## src/rtl/fill_pkg.sv

```systemverilog
package fill_pkg;

  // Outcome of the tag check belonging to the current allocation
  typedef enum logic [1:0] {
    TAG_WAIT = 2'd0,
    TAG_HIT  = 2'd1,
    TAG_MISS = 2'd2
  } tag_res_e;

  // Bits needed to count from 0 up to and including n
  function automatic int count_bits(input int n);
    return $clog2(n + 1);
  endfunction

endpackage

```

## src/rtl/fb_track.sv

```systemverilog
// Allocation, tag verdict and completion flags of the fill buffer
module fb_track
  import fill_pkg::*;
#(
  parameter int WORDS = 4,
  parameter int CNT_W = 3
) (
  input  logic             clk,
  input  logic             rst,
  input  logic             alloc,
  input  logic             branch_i,
  input  logic             tag_hit_i,
  input  logic [CNT_W-1:0] req_next,
  input  logic [CNT_W-1:0] rsp_next,
  output logic             busy,
  output logic             done,
  output logic             hit,
  output logic             ram_wr,
  output logic             hit_now,
  output logic [CNT_W-1:0] fill_lim
);

  localparam logic [CNT_W-1:0] FULL = CNT_W'(WORDS);
  localparam logic [CNT_W-1:0] ONE  = CNT_W'(1);
  localparam logic [CNT_W-1:0] NONE = '0;

  tag_res_e res_q;
  logic     busy_q, spec_q, chk_q, done_q, wr_q;
  logic     miss_now, known, done_set;

  // The verdict counts in the cycle it arrives, so a miss starts the
  // refill without waiting for it to be registered
  always_comb begin
    hit_now  = (res_q == TAG_HIT)  | (chk_q & tag_hit_i);
    miss_now = (res_q == TAG_MISS) | (chk_q & ~tag_hit_i);
    known    = hit_now | miss_now;
    if (hit_now)       fill_lim = spec_q ? ONE : NONE;
    else if (miss_now) fill_lim = FULL;
    else               fill_lim = spec_q ? ONE : NONE;
    done_set = busy_q & ~done_q & known &
               (req_next == fill_lim) & (rsp_next == fill_lim);
  end

  always_ff @(posedge clk) begin
    if (rst) begin
      busy_q <= 1'b0;
      spec_q <= 1'b0;
      chk_q  <= 1'b0;
      done_q <= 1'b0;
      wr_q   <= 1'b0;
      res_q  <= TAG_WAIT;
    end else if (done_q) begin
      busy_q <= 1'b0;
      spec_q <= 1'b0;
      chk_q  <= 1'b0;
      done_q <= 1'b0;
      wr_q   <= 1'b0;
      res_q  <= TAG_WAIT;
    end else begin
      chk_q <= alloc;
      if (alloc) begin
        busy_q <= 1'b1;
        spec_q <= branch_i;
        res_q  <= TAG_WAIT;
      end else if (chk_q) begin
        res_q <= tag_hit_i ? TAG_HIT : TAG_MISS;
      end
      done_q <= done_set;
      wr_q   <= done_set & ~hit_now;
    end
  end

  assign busy   = busy_q;
  assign done   = done_q;
  assign hit    = (res_q == TAG_HIT);
  assign ram_wr = wr_q;

endmodule

```

## src/rtl/fb_issue.sv

```systemverilog
// Bus request side: speculative first word, ascending refill, grant count
module fb_issue #(
  parameter int ADDR_W = 32,
  parameter int OFF_W  = 2,
  parameter int IDX_W  = 2,
  parameter int LINE_W = 28,
  parameter int CNT_W  = 3
) (
  input  logic              clk,
  input  logic              rst,
  input  logic              alloc,
  input  logic              branch_i,
  input  logic [ADDR_W-1:0] lookup_addr_i,
  input  logic              busy,
  input  logic              done,
  input  logic [CNT_W-1:0]  fill_lim,
  input  logic              mem_gnt_i,
  output logic              mem_req_o,
  output logic [ADDR_W-1:0] mem_addr_o,
  output logic [CNT_W-1:0]  req_cnt,
  output logic [CNT_W-1:0]  req_next,
  output logic [LINE_W-1:0] line_q
);

  localparam int LOW_W = OFF_W + IDX_W;

  logic [LINE_W-1:0] look_line;
  logic              spec_go, want, fire;
  logic              unused_low;

  assign look_line  = lookup_addr_i[ADDR_W-1:LOW_W];
  assign unused_low = ^lookup_addr_i[LOW_W-1:0];

  // The alloc-cycle request comes straight from the lookup inputs;
  // registering it would give back the cycle the speculation saves
  assign spec_go   = alloc & branch_i;
  assign want      = busy & ~done & (req_cnt < fill_lim);
  assign mem_req_o = spec_go | want;
  assign fire      = mem_req_o & mem_gnt_i;

  always_comb begin
    if (alloc) mem_addr_o = {look_line, {LOW_W{1'b0}}};
    else       mem_addr_o = {line_q, req_cnt[IDX_W-1:0], {OFF_W{1'b0}}};
  end

  assign req_next = alloc ? CNT_W'(fire) : req_cnt + CNT_W'(fire);

  always_ff @(posedge clk) begin
    if (rst || done) req_cnt <= '0;
    else             req_cnt <= req_next;
  end

  always_ff @(posedge clk) begin
    if (rst)        line_q <= '0;
    else if (alloc) line_q <= look_line;
  end

endmodule

```

## src/rtl/fb_collect.sv

```systemverilog
// Response side: in-order matching of responses to words, line storage
module fb_collect #(
  parameter int DATA_W = 32,
  parameter int WORDS  = 4,
  parameter int IDX_W  = 2,
  parameter int CNT_W  = 3
) (
  input  logic                    clk,
  input  logic                    rst,
  input  logic                    busy,
  input  logic                    done,
  input  logic                    hit_now,
  input  logic [CNT_W-1:0]        req_cnt,
  input  logic                    mem_rvalid_i,
  input  logic [DATA_W-1:0]       mem_rdata_i,
  output logic [CNT_W-1:0]        rsp_next,
  output logic [WORDS*DATA_W-1:0] line_data
);

  logic [CNT_W-1:0] rsp_cnt;
  logic             accept, store;

  // Only responses to granted requests count; anything else is dropped
  assign accept   = mem_rvalid_i & busy & (rsp_cnt < req_cnt);
  assign store    = accept & ~hit_now;
  assign rsp_next = rsp_cnt + CNT_W'(accept);

  always_ff @(posedge clk) begin
    if (rst || done) rsp_cnt <= '0;
    else             rsp_cnt <= rsp_next;
  end

  // Data words carry no reset so they can map onto plain storage
  for (genvar w = 0; w < WORDS; w++) begin : g_word
    logic [DATA_W-1:0] word_q;
    always_ff @(posedge clk) begin
      if (store && (rsp_cnt[IDX_W-1:0] == IDX_W'(w))) word_q <= mem_rdata_i;
    end
    assign line_data[w*DATA_W +: DATA_W] = word_q;
  end

endmodule

```

## src/rtl/spec_fill_buf.sv

```systemverilog
module spec_fill_buf
  import fill_pkg::*;
#(
  parameter int  ADDR_W = 32,
  parameter int  DATA_W = 32,
  parameter int  WORDS  = 4,
  localparam int OFF_W  = $clog2(DATA_W / 8),
  localparam int IDX_W  = $clog2(WORDS),
  localparam int LINE_W = ADDR_W - OFF_W - IDX_W,
  localparam int CNT_W  = count_bits(WORDS)
) (
  input  logic                    clk,
  input  logic                    rst,
  input  logic                    lookup_i,
  input  logic                    branch_i,
  input  logic [ADDR_W-1:0]       lookup_addr_i,
  input  logic                    tag_hit_i,
  output logic                    mem_req_o,
  input  logic                    mem_gnt_i,
  output logic [ADDR_W-1:0]       mem_addr_o,
  input  logic                    mem_rvalid_i,
  input  logic [DATA_W-1:0]       mem_rdata_i,
  output logic                    ram_wr_req_o,
  output logic [LINE_W-1:0]       ram_wr_addr_o,
  output logic [WORDS*DATA_W-1:0] ram_wr_data_o,
  output logic                    busy_o,
  output logic                    hit_o,
  output logic                    done_o
);

  logic             busy, done, hit_now, alloc;
  logic [CNT_W-1:0] fill_lim, req_cnt, req_next, rsp_next;

  assign alloc = lookup_i & ~busy;

  fb_track #(
    .WORDS (WORDS),
    .CNT_W (CNT_W)
  ) u_track (
    .clk       (clk),
    .rst       (rst),
    .alloc     (alloc),
    .branch_i  (branch_i),
    .tag_hit_i (tag_hit_i),
    .req_next  (req_next),
    .rsp_next  (rsp_next),
    .busy      (busy),
    .done      (done),
    .hit       (hit_o),
    .ram_wr    (ram_wr_req_o),
    .hit_now   (hit_now),
    .fill_lim  (fill_lim)
  );

  fb_issue #(
    .ADDR_W (ADDR_W),
    .OFF_W  (OFF_W),
    .IDX_W  (IDX_W),
    .LINE_W (LINE_W),
    .CNT_W  (CNT_W)
  ) u_issue (
    .clk           (clk),
    .rst           (rst),
    .alloc         (alloc),
    .branch_i      (branch_i),
    .lookup_addr_i (lookup_addr_i),
    .busy          (busy),
    .done          (done),
    .fill_lim      (fill_lim),
    .mem_gnt_i     (mem_gnt_i),
    .mem_req_o     (mem_req_o),
    .mem_addr_o    (mem_addr_o),
    .req_cnt       (req_cnt),
    .req_next      (req_next),
    .line_q        (ram_wr_addr_o)
  );

  fb_collect #(
    .DATA_W (DATA_W),
    .WORDS  (WORDS),
    .IDX_W  (IDX_W),
    .CNT_W  (CNT_W)
  ) u_collect (
    .clk          (clk),
    .rst          (rst),
    .busy         (busy),
    .done         (done),
    .hit_now      (hit_now),
    .req_cnt      (req_cnt),
    .mem_rvalid_i (mem_rvalid_i),
    .mem_rdata_i  (mem_rdata_i),
    .rsp_next     (rsp_next),
    .line_data    (ram_wr_data_o)
  );

  assign busy_o = busy;
  assign done_o = done;

endmodule

```

## config.mk

```make
export PLATFORM = sky130hd
export DESIGN_NAME = spec_fill_buf
export DESIGN_NICKNAME = d
export VERILOG_FILES = /design/src/rtl/fill_pkg.sv /design/src/rtl/fb_track.sv /design/src/rtl/fb_issue.sv /design/src/rtl/fb_collect.sv /design/src/rtl/spec_fill_buf.sv
export SDC_FILE = /design/constraint.sdc
export NUM_CORES = 1
export LEC_CHECK = 0
export BUFFER_PORTS_ARGS = -buffer_cell sky130_fd_sc_hd__buf_2
export CELL_PAD_IN_SITES_DETAIL_PLACEMENT = 1
export CELL_PAD_IN_SITES_GLOBAL_PLACEMENT = 2
export CORE_AREA = 2 2 143 145
export DETAILED_ROUTE_END_ITERATION = 7
export DIE_AREA = 0 0 145 147
export PLACE_DENSITY = 0.77
export SYNTH_ARGS = -nofsm -noshare
export SYNTH_HDL_FRONTEND = slang
export SYNTH_SLANG_ARGS = --single-unit
```

## constraint.sdc

```tcl
create_clock -name clk -period 4.4 [get_ports clk]
set_clock_uncertainty 0.05 [all_clocks]
set_input_delay 0.44 -clock clk [delete_from_list [all_inputs] [get_ports clk]]
set_output_delay 0.44 -clock clk [all_outputs]
set_load 0.05 [all_outputs]
```

==> flow_summary.json, run 1 <==
{
  "first_global_vias": 4259,
  "cts_sinks": 169,
  "fin_ws_ps": 1320,
  "worstMarginPinSlew_ps": 1020,
  "gp_congestion": 0.743,
  "synth_area_mm2": 0.00567,
  "rsz0062_at_grt": "false",
  "post-route-period-util": 0.700,
  "wl_um": 16400,
  "viasPerCell": 4.41,
  "grt_max_degree": 33,
  "grt_first_pass_wirelength_um": 25300,
  "crit_type": "flip-flop to flip-flop",
  "cap_violations": 0,
  "nNetsFinal": 714,
  "dieHeight_um": 147,
  "final_hold_viol_count": 0,
  "ctsResizeCount": 0,
  "gr-usage-all-layers": 0.155,
  "cp_common_cell": "ha_1",
  "p_leak_nw": 3.39,
  "die_w_um": 145,
  "grt_remaining_overflow": 0,
  "p_switching_mw": 0.958,
  "h-tree-depth": 4,
  "final_cell_mix": "buf_2 (257), edfxtp_1 (128), nand2_1 (88)",
  "run_status": "completed",
  "start_kind": "flip-flop",
  "numPortBuffers": 257,
  "layout-drive-gt1-share": 0.464,
  "ant_nets": 0,
  "io_pins": 264,
  "root_buffer": "clkbuf_16",
  "ys_warn_count": 0,
  "vdd_drop_max_mv": 0.250,
  "area.growth.synth_to_final_pct": 39.2,
  "period_minus_slack_ps": 3080,
  "clkPwrFrac": 0.421,
  "ys_types": 33,
  "critPathSlowestCell": "or3b_1",
  "wl_per_cell_um": 17.8,
  "coreArea_mm2": 0.0198,
  "slowest_delay_ps": 380,
  "required_ps": 4690,
  "power_density_mw_per_mm2": 453,
  "grt_antenna_before_repair": 0,
  "post_cts_buffers": 0,
  "critPathMaxFanout": 6,
  "clk_latency_ps": 430,
  "cp-end-kind": "flip-flop",
  "cts_tree": "done",
  "drc_errors": 0,
  "start_util": 0.286,
  "antenna_cells": 0,
  "sw_frac_of_total": 0.268,
  "ys_ff_latch": 169,
  "drt_iter0_markers": 118,
  "rows": 52,
  "dr.pass1.iters": 4,
  "setup_viol": 0,
  "final_common_cell": "buf_2",
  "ys_seq_area_frac": 0.822,
  "dieArea_mm2": 0.0213,
  "combPwrFrac": 0.091,
  "holdWs_ps": 181,
  "crit_buf_inv": 0,
  "postCtsHoldBufs": 0,
  "slew_viol_final": 0,
  "internal_power_mw": 2.62,
  "clk_pin_slew_ps": 70,
  "arrival_ps": 3370,
  "clk_path_buf_depth": 2,
  "critPathTopFamily": "compound AO/OA/AOI/OAI gates",
  "post-dp-hpwl_um": 12000,
  "cts_made_buffers": 17,
  "place_worst_setup_slack_ps": 1120,
  "seq_power_share": 0.488,
  "relSlewSlack": 0.316,
  "syn_inst": 367,
  "vias": 4049,
  "max_clock_freq_mhz": 325,
  "hold_path_class": "input pin to flip-flop",
  "avgSynthCellArea_um2": 15.5,
  "worstPathCellList": "nand2b_1 -> a21oi_1 -> nor2_1 -> ha_1 -> nor3_1 -> a22o_1 -> o21a_1 -> ha_1 -> ha_1 -> xnor2_1 -> nor2_1 -> or3b_1 -> a221oi_2",
  "fin_tns_setup_ps": 0
}
==> layout make-up <==
cell class / count / area (um^2)
clock inverters: 15 / 176
fillers: 2142 / 11900
inverters: 3 / 11.3
multi-input cells: 183 / 961
well taps: 270 / 338
clock buffers: 17 / 425
repair buffers: 262 / 1320
flip-flops and latches: 169 / 4660
==> final timing paths <==
| kind | cells past startpoint | start | end | slack [ps] |
|---|---|---|---|---|
| worst max-delay path | 13 | u_track.chk_q | u_track.done | 1320 |
| worst min-delay path | 1 | mem_rdata_i[2] | u_collect.g_word[1].word_q[2] | 180 |
| worst max register to register | 13 | u_track.chk_q | u_track.done | 1320 |
| worst min register to register | 2 | u_issue.line_q[1] | u_issue.line_q[1] | 430 |
==> cell families after synthesis <==
logic type	after synthesis	share of synthesized area
compound gates	45	0.0470
xor+xnor	2	0.00309
fa+ha+maj	7	0.0154
buf+inv	16	0.0137
flops	169	0.822
mux	2	0.00353
other cells	1	0.000661
simple gates	125	0.0946
==> synth_stat cells <==
| library cell | instances | area, um^2 |
|---|---|---|
| dfxtp_1 | 41 | 821 |
| a211oi_2 | 1 | 12.5 |
| nor2_1 | 12 | 45.0 |
| a211oi_1 | 2 | 15.0 |
| ha_1 | 7 | 87.6 |
| and2b_1 | 1 | 7.51 |
| clkbuf_1 | 5 | 18.8 |
| conb_1 | 1 | 3.75 |
| and2_1 | 4 | 25.0 |
| o21ai_1 | 2 | 10.0 |
| and4b_1 | 1 | 10.0 |
| or3b_1 | 1 | 8.76 |
| nor3b_1 | 2 | 15.0 |
| inv_1 | 3 | 11.3 |
| a21oi_1 | 32 | 160 |
| buf_2 | 5 | 25.0 |
| buf_4 | 3 | 22.5 |
| a221oi_2 | 1 | 15.0 |
| a22o_1 | 1 | 8.76 |
| o211ai_1 | 2 | 15.0 |
| or2_1 | 1 | 6.26 |
| a21o_1 | 1 | 7.51 |
| nand2_1 | 88 | 330 |
| edfxtp_1 | 128 | 3840 |
| nand4bb_1 | 1 | 11.3 |
| nand3_1 | 2 | 10.0 |
| xnor2_1 | 2 | 17.5 |
| nor2b_1 | 1 | 6.26 |
| nand2b_1 | 4 | 25.0 |
| o21a_1 | 3 | 22.5 |
| nor3_1 | 6 | 30.0 |
| and3_1 | 1 | 6.26 |
| mux2i_1 | 2 | 20.0 |
==> layer usage <==
layer / global-route usage / routed length (um) / vias to the layer above
met1: 0.199 / 7010 / 1954
li1: - / - / 1856
met2: 0.249 / 7660 / 221
met4: 0.0540 / 225 / 0
met3: 0.0512 / 1470 / 18
met5: 0 / 0 / -
==> through the flow <==
| stage | total power, mW | std cells | utilization | instance area, um^2 |
|---|---|---|---|---|
| 3_5_place_dp | 2.11 | 887 | 0.368 | 7300 |
| 2_1_floorplan | 2.00 | 368 | - | 5680 |
| 3_3_place_gp | 2.10 | 887 | 0.368 | 7300 |
| 6_report | 3.58 | 919 | 0.398 | 7900 |
| 4_1_cts | 3.63 | 919 | 0.398 | 7900 |
| 5_1_grt | 3.72 | 919 | 0.398 | 7900 |
==> worst register-to-register path: cells and delay by family, from the launching register on <==
family                   cells  cell delay (ps)
AO/OA/AOI/OAI                4              980
XOR/XNOR                     1              190
adder cells (fa/ha/maj)      3              650
flip-flops                   1              360
AND/OR/NAND/NOR              5              760
==> sequential cells by signal (all words and copies together), names as in the netlist <==
| name | cells |
|---|---|
| u_collect.g_word.word_q | 128 |
| u_track.busy | 1 |
| u_track.spec_q | 1 |
| u_track.chk_q | 1 |
| u_collect.rsp_cnt | 3 |
| u_track.ram_wr | 1 |
| u_track.res_q | 2 |
| u_track.done | 1 |
| u_issue.req_cnt | 3 |
| u_issue.line_q | 28 |
==> power groups by stage <==
stage	clock network, mW	logic, mW	registers (mW)
6_report	1.51	0.327	1.75
5_1_grt	1.62	0.349	1.75
4_1_cts	1.56	0.331	1.75
3_5_place_dp	0	0.330	1.78
3_3_place_gp	0	0.321	1.78
2_1_floorplan	0	0.158	1.84
Power figures use the tool's default switching activity.
==> run 2: changes to the inputs <==
--- a/config.mk
+++ b/config.mk
@@ -8,10 +8,10 @@
 export BUFFER_PORTS_ARGS = -buffer_cell sky130_fd_sc_hd__buf_2
 export CELL_PAD_IN_SITES_DETAIL_PLACEMENT = 1
 export CELL_PAD_IN_SITES_GLOBAL_PLACEMENT = 2
-export CORE_AREA = 2 2 143 145
+export CORE_AREA = 2 2 148 150
 export DETAILED_ROUTE_END_ITERATION = 7
-export DIE_AREA = 0 0 145 147
-export PLACE_DENSITY = 0.77
+export DIE_AREA = 0 0 150 152
+export PLACE_DENSITY = 0.76
 export SYNTH_ARGS = -nofsm -noshare
 export SYNTH_HDL_FRONTEND = slang
 export SYNTH_SLANG_ARGS = --single-unit
==> constraint.sdc (replaced) <==
create_clock -name clk -period 2.6 [get_ports clk]
set_clock_uncertainty 0.05 [all_clocks]
set_input_delay 0.26 -clock clk [delete_from_list [all_inputs] [get_ports clk]]
set_output_delay 0.26 -clock clk [all_outputs]
set_load 0.05 [all_outputs]
==> run 2 against run 1 <==
The flow now finishes with violations (negative setup slack). Fmax rose by 11%. Total power is 68% higher. Highest routed layer unchanged. Largest cell class unchanged. Non-clock buffer count is 34 higher. Critical path depth unchanged. Clock power grew 64%. Sequential share of layout area is 3.2 points lower. Via count rose by 2.1%. First-iteration DRC count up 61%.
==> flow_summary.json, run 2 (same netlist as run 1, synthesis figures left out) <==
{
  "run_status": "finished with violations",
  "violations": "negative setup slack",
  "cts_tree": "done",
  "post-route-period-util": 1.06,
  "coreArea_mm2": 0.0214,
  "fin_tns_setup_ps": -199,
  "grt_antenna_before_repair": 0,
  "slew_viol_final": 0,
  "clkPwrFrac": 0.410,
  "p_leak_nw": 3.55,
  "start_kind": "flip-flop",
  "critPathSlowestCell": "or3b_1",
  "gr-usage-all-layers": 0.139,
  "clk_latency_ps": 420,
  "first_global_vias": 4298,
  "slowest_delay_ps": 380,
  "layout-drive-gt1-share": 0.485,
  "met3_usage": 0.0544,
  "numPortBuffers": 257,
  "nFillCells": 2363,
  "vias": 4135,
  "root_buffer": "clkbuf_16",
  "regArea_mm2": 0.00467,
  "max_clock_freq_mhz": 362,
  "hold_path_class": "input pin to flip-flop",
  "worstMarginPinSlew_ps": 815,
  "top_register": "u_collect.g_word.word_q",
  "crit_buf_inv": 0,
  "final_common_cell": "buf_2",
  "critPathTopFamily": "compound AO/OA/AOI/OAI gates",
  "antenna_cells": 0,
  "cap_violations": 0,
  "period_minus_slack_ps": 2770,
  "ant_nets": 0,
  "io_pins": 264,
  "arrival_ps": 3060,
  "final_area_mm2": 0.00836,
  "rrSetupSlack_ps": -170,
  "largest_reg_flops": 128,
  "seq_power_share": 0.491,
  "reg2reg_to": "u_track.done",
  "multi_input_area_mm2": 0.00107,
  "clk_path_buf_depth": 2,
  "relSlewSlack": 0.454,
  "cts_sinks": 169,
  "cp-end-kind": "flip-flop",
  "use_met1": 0.159,
  "final_cell_mix": "buf_2 (256), edfxtp_1 (128), nand2_1 (88)",
  "dp_cells": 907,
  "crit_type": "flip-flop to flip-flop",
  "rsz0062_at_grt": "true",
  "dieHeight_um": 152,
  "wl_um": 16300,
  "drc_errors": 0,
  "grt_first_pass_wirelength_um": 24100,
  "layout.cells.non_filler": 962,
  "grt.busiest_layer": "met2",
  "min_to": "u_collect.g_word[0].word_q[10]",
  "gp_congestion": 0.743,
  "required_ps": 2890,
  "dr.pass1.iters": 4,
  "grt_remaining_overflow": 0,
  "area.growth.synth_to_final_pct": 47.3,
  "sw_frac_of_total": 0.273,
  "reg2regPathDepth": 13,
  "dieArea_mm2": 0.0228,
  "rows": 54,
  "top_regs": "u_collect.g_word.word_q: 128 flops, u_issue.line_q: 28 flops",
  "min_from": "mem_rdata_i[10]",
  "worstPathCellList": "nand2b_4 -> a21oi_4 -> nor2_2 -> ha_4 -> nor3_1 -> a22o_1 -> o21a_1 -> ha_2 -> ha_4 -> xnor2_4 -> nor2_2 -> or3b_1 -> a221oi_2",
  "grt_util_met2": 0.238,
  "power_mw": 6.02,
  "internal_power_mw": 4.38,
  "wl_per_cell_um": 16.9,
  "critPathMaxFanout": 4,
  "place_worst_setup_slack_ps": -269,
  "vdd_drop_max_mv": 0.406,
  "post_dp_cell_area_mm2": 0.00747,
  "power_density_mw_per_mm2": 720,
  "p_switching_mw": 1.64,
  "setup_viol": 2,
  "clk_pin_slew_ps": 70,
  "cts_made_buffers": 17,
  "combPwrFrac": 0.099,
  "viasPerCell": 4.30,
  "fin_ws_ps": -166,
  "nNetsFinal": 748,
  "final_hold_viol_count": 0,
  "drt_iter0_markers": 190,
  "holdPathStages": 1,
  "die_w_um": 150,
  "post-dp-hpwl_um": 11700,
  "grt_max_degree": 33,
  "h-tree-depth": 4,
  "r2r_start": "u_track.chk_q",
  "start_util": 0.266
}
==> run 2: changes by cell type in the layout (fill, tap and decap cells not counted), sizes merged <==
cell         before  now
clkinv            7    3
buf             262  279
inv              10   13
bufinv            1    0
dlygate4sd3       0   17
clkinvlp          0    1
==> run 2: repair_timing <==
action / CTS / global route
setup endpoints to repair: 2 / 2
buffers inserted: 3 / 4
pin swaps: 7 / 11
hold buffers: 16 / 1
gates resized for setup: 8 / 12
hold endpoints to repair: 55 / 1
==> run 2: layer usage <==
metal,wire length (um),share of wire
met2,7850,0.48
met1,6470,0.40
met5,0,0
met4,148,0.0091
met3,1820,0.11
==> run 2: layout make-up <==
type	instances	share of cell area
Multi-Input combinational cell	183	0.128
Clock inverter	14	0.0175
Timing Repair Buffer	296	0.202
Sequential cell	169	0.559
Inverter	3	0.00135
Tap cell	280	0.0419
Clock buffer	17	0.0509
==> run 2: through the flow <==
step,hold slack (ps),utilization
2_1_floorplan,287,-
3_3_place_gp,414,0.350
3_5_place_dp,425,0.350
4_1_cts,1.92,0.387
5_1_grt,2.61,0.391
6_report,21.5,0.391
==> run 2: how the worst max path moves through the flow <==
stage	from	to	slack, ps	cells after the start
floorplan	u_track.busy	u_collect.g_word[2].word_q[0]	-390	4
global placement	tag_hit_i	u_track.done	-180	14
detailed placement	tag_hit_i	u_track.done	-270	14
CTS	u_track.chk_q	u_track.done	-140	13
global route	u_track.chk_q	u_track.done	-340	14
finish	u_track.chk_q	u_track.done	-170	13
==> run 2: power by group through the flow <==
| stage | Combinational, mW | Clock [mW] | Sequential [mW] |
|---|---|---|---|
| 3_3_place_gp | 0.554 | 0 | 3.01 |
| 3_5_place_dp | 0.567 | 0 | 3.01 |
| 4_1_cts | 0.592 | 2.54 | 2.95 |
| 2_1_floorplan | 0.268 | 0 | 3.12 |
| 6_report | 0.596 | 2.47 | 2.95 |
| 5_1_grt | 0.635 | 2.64 | 2.96 |
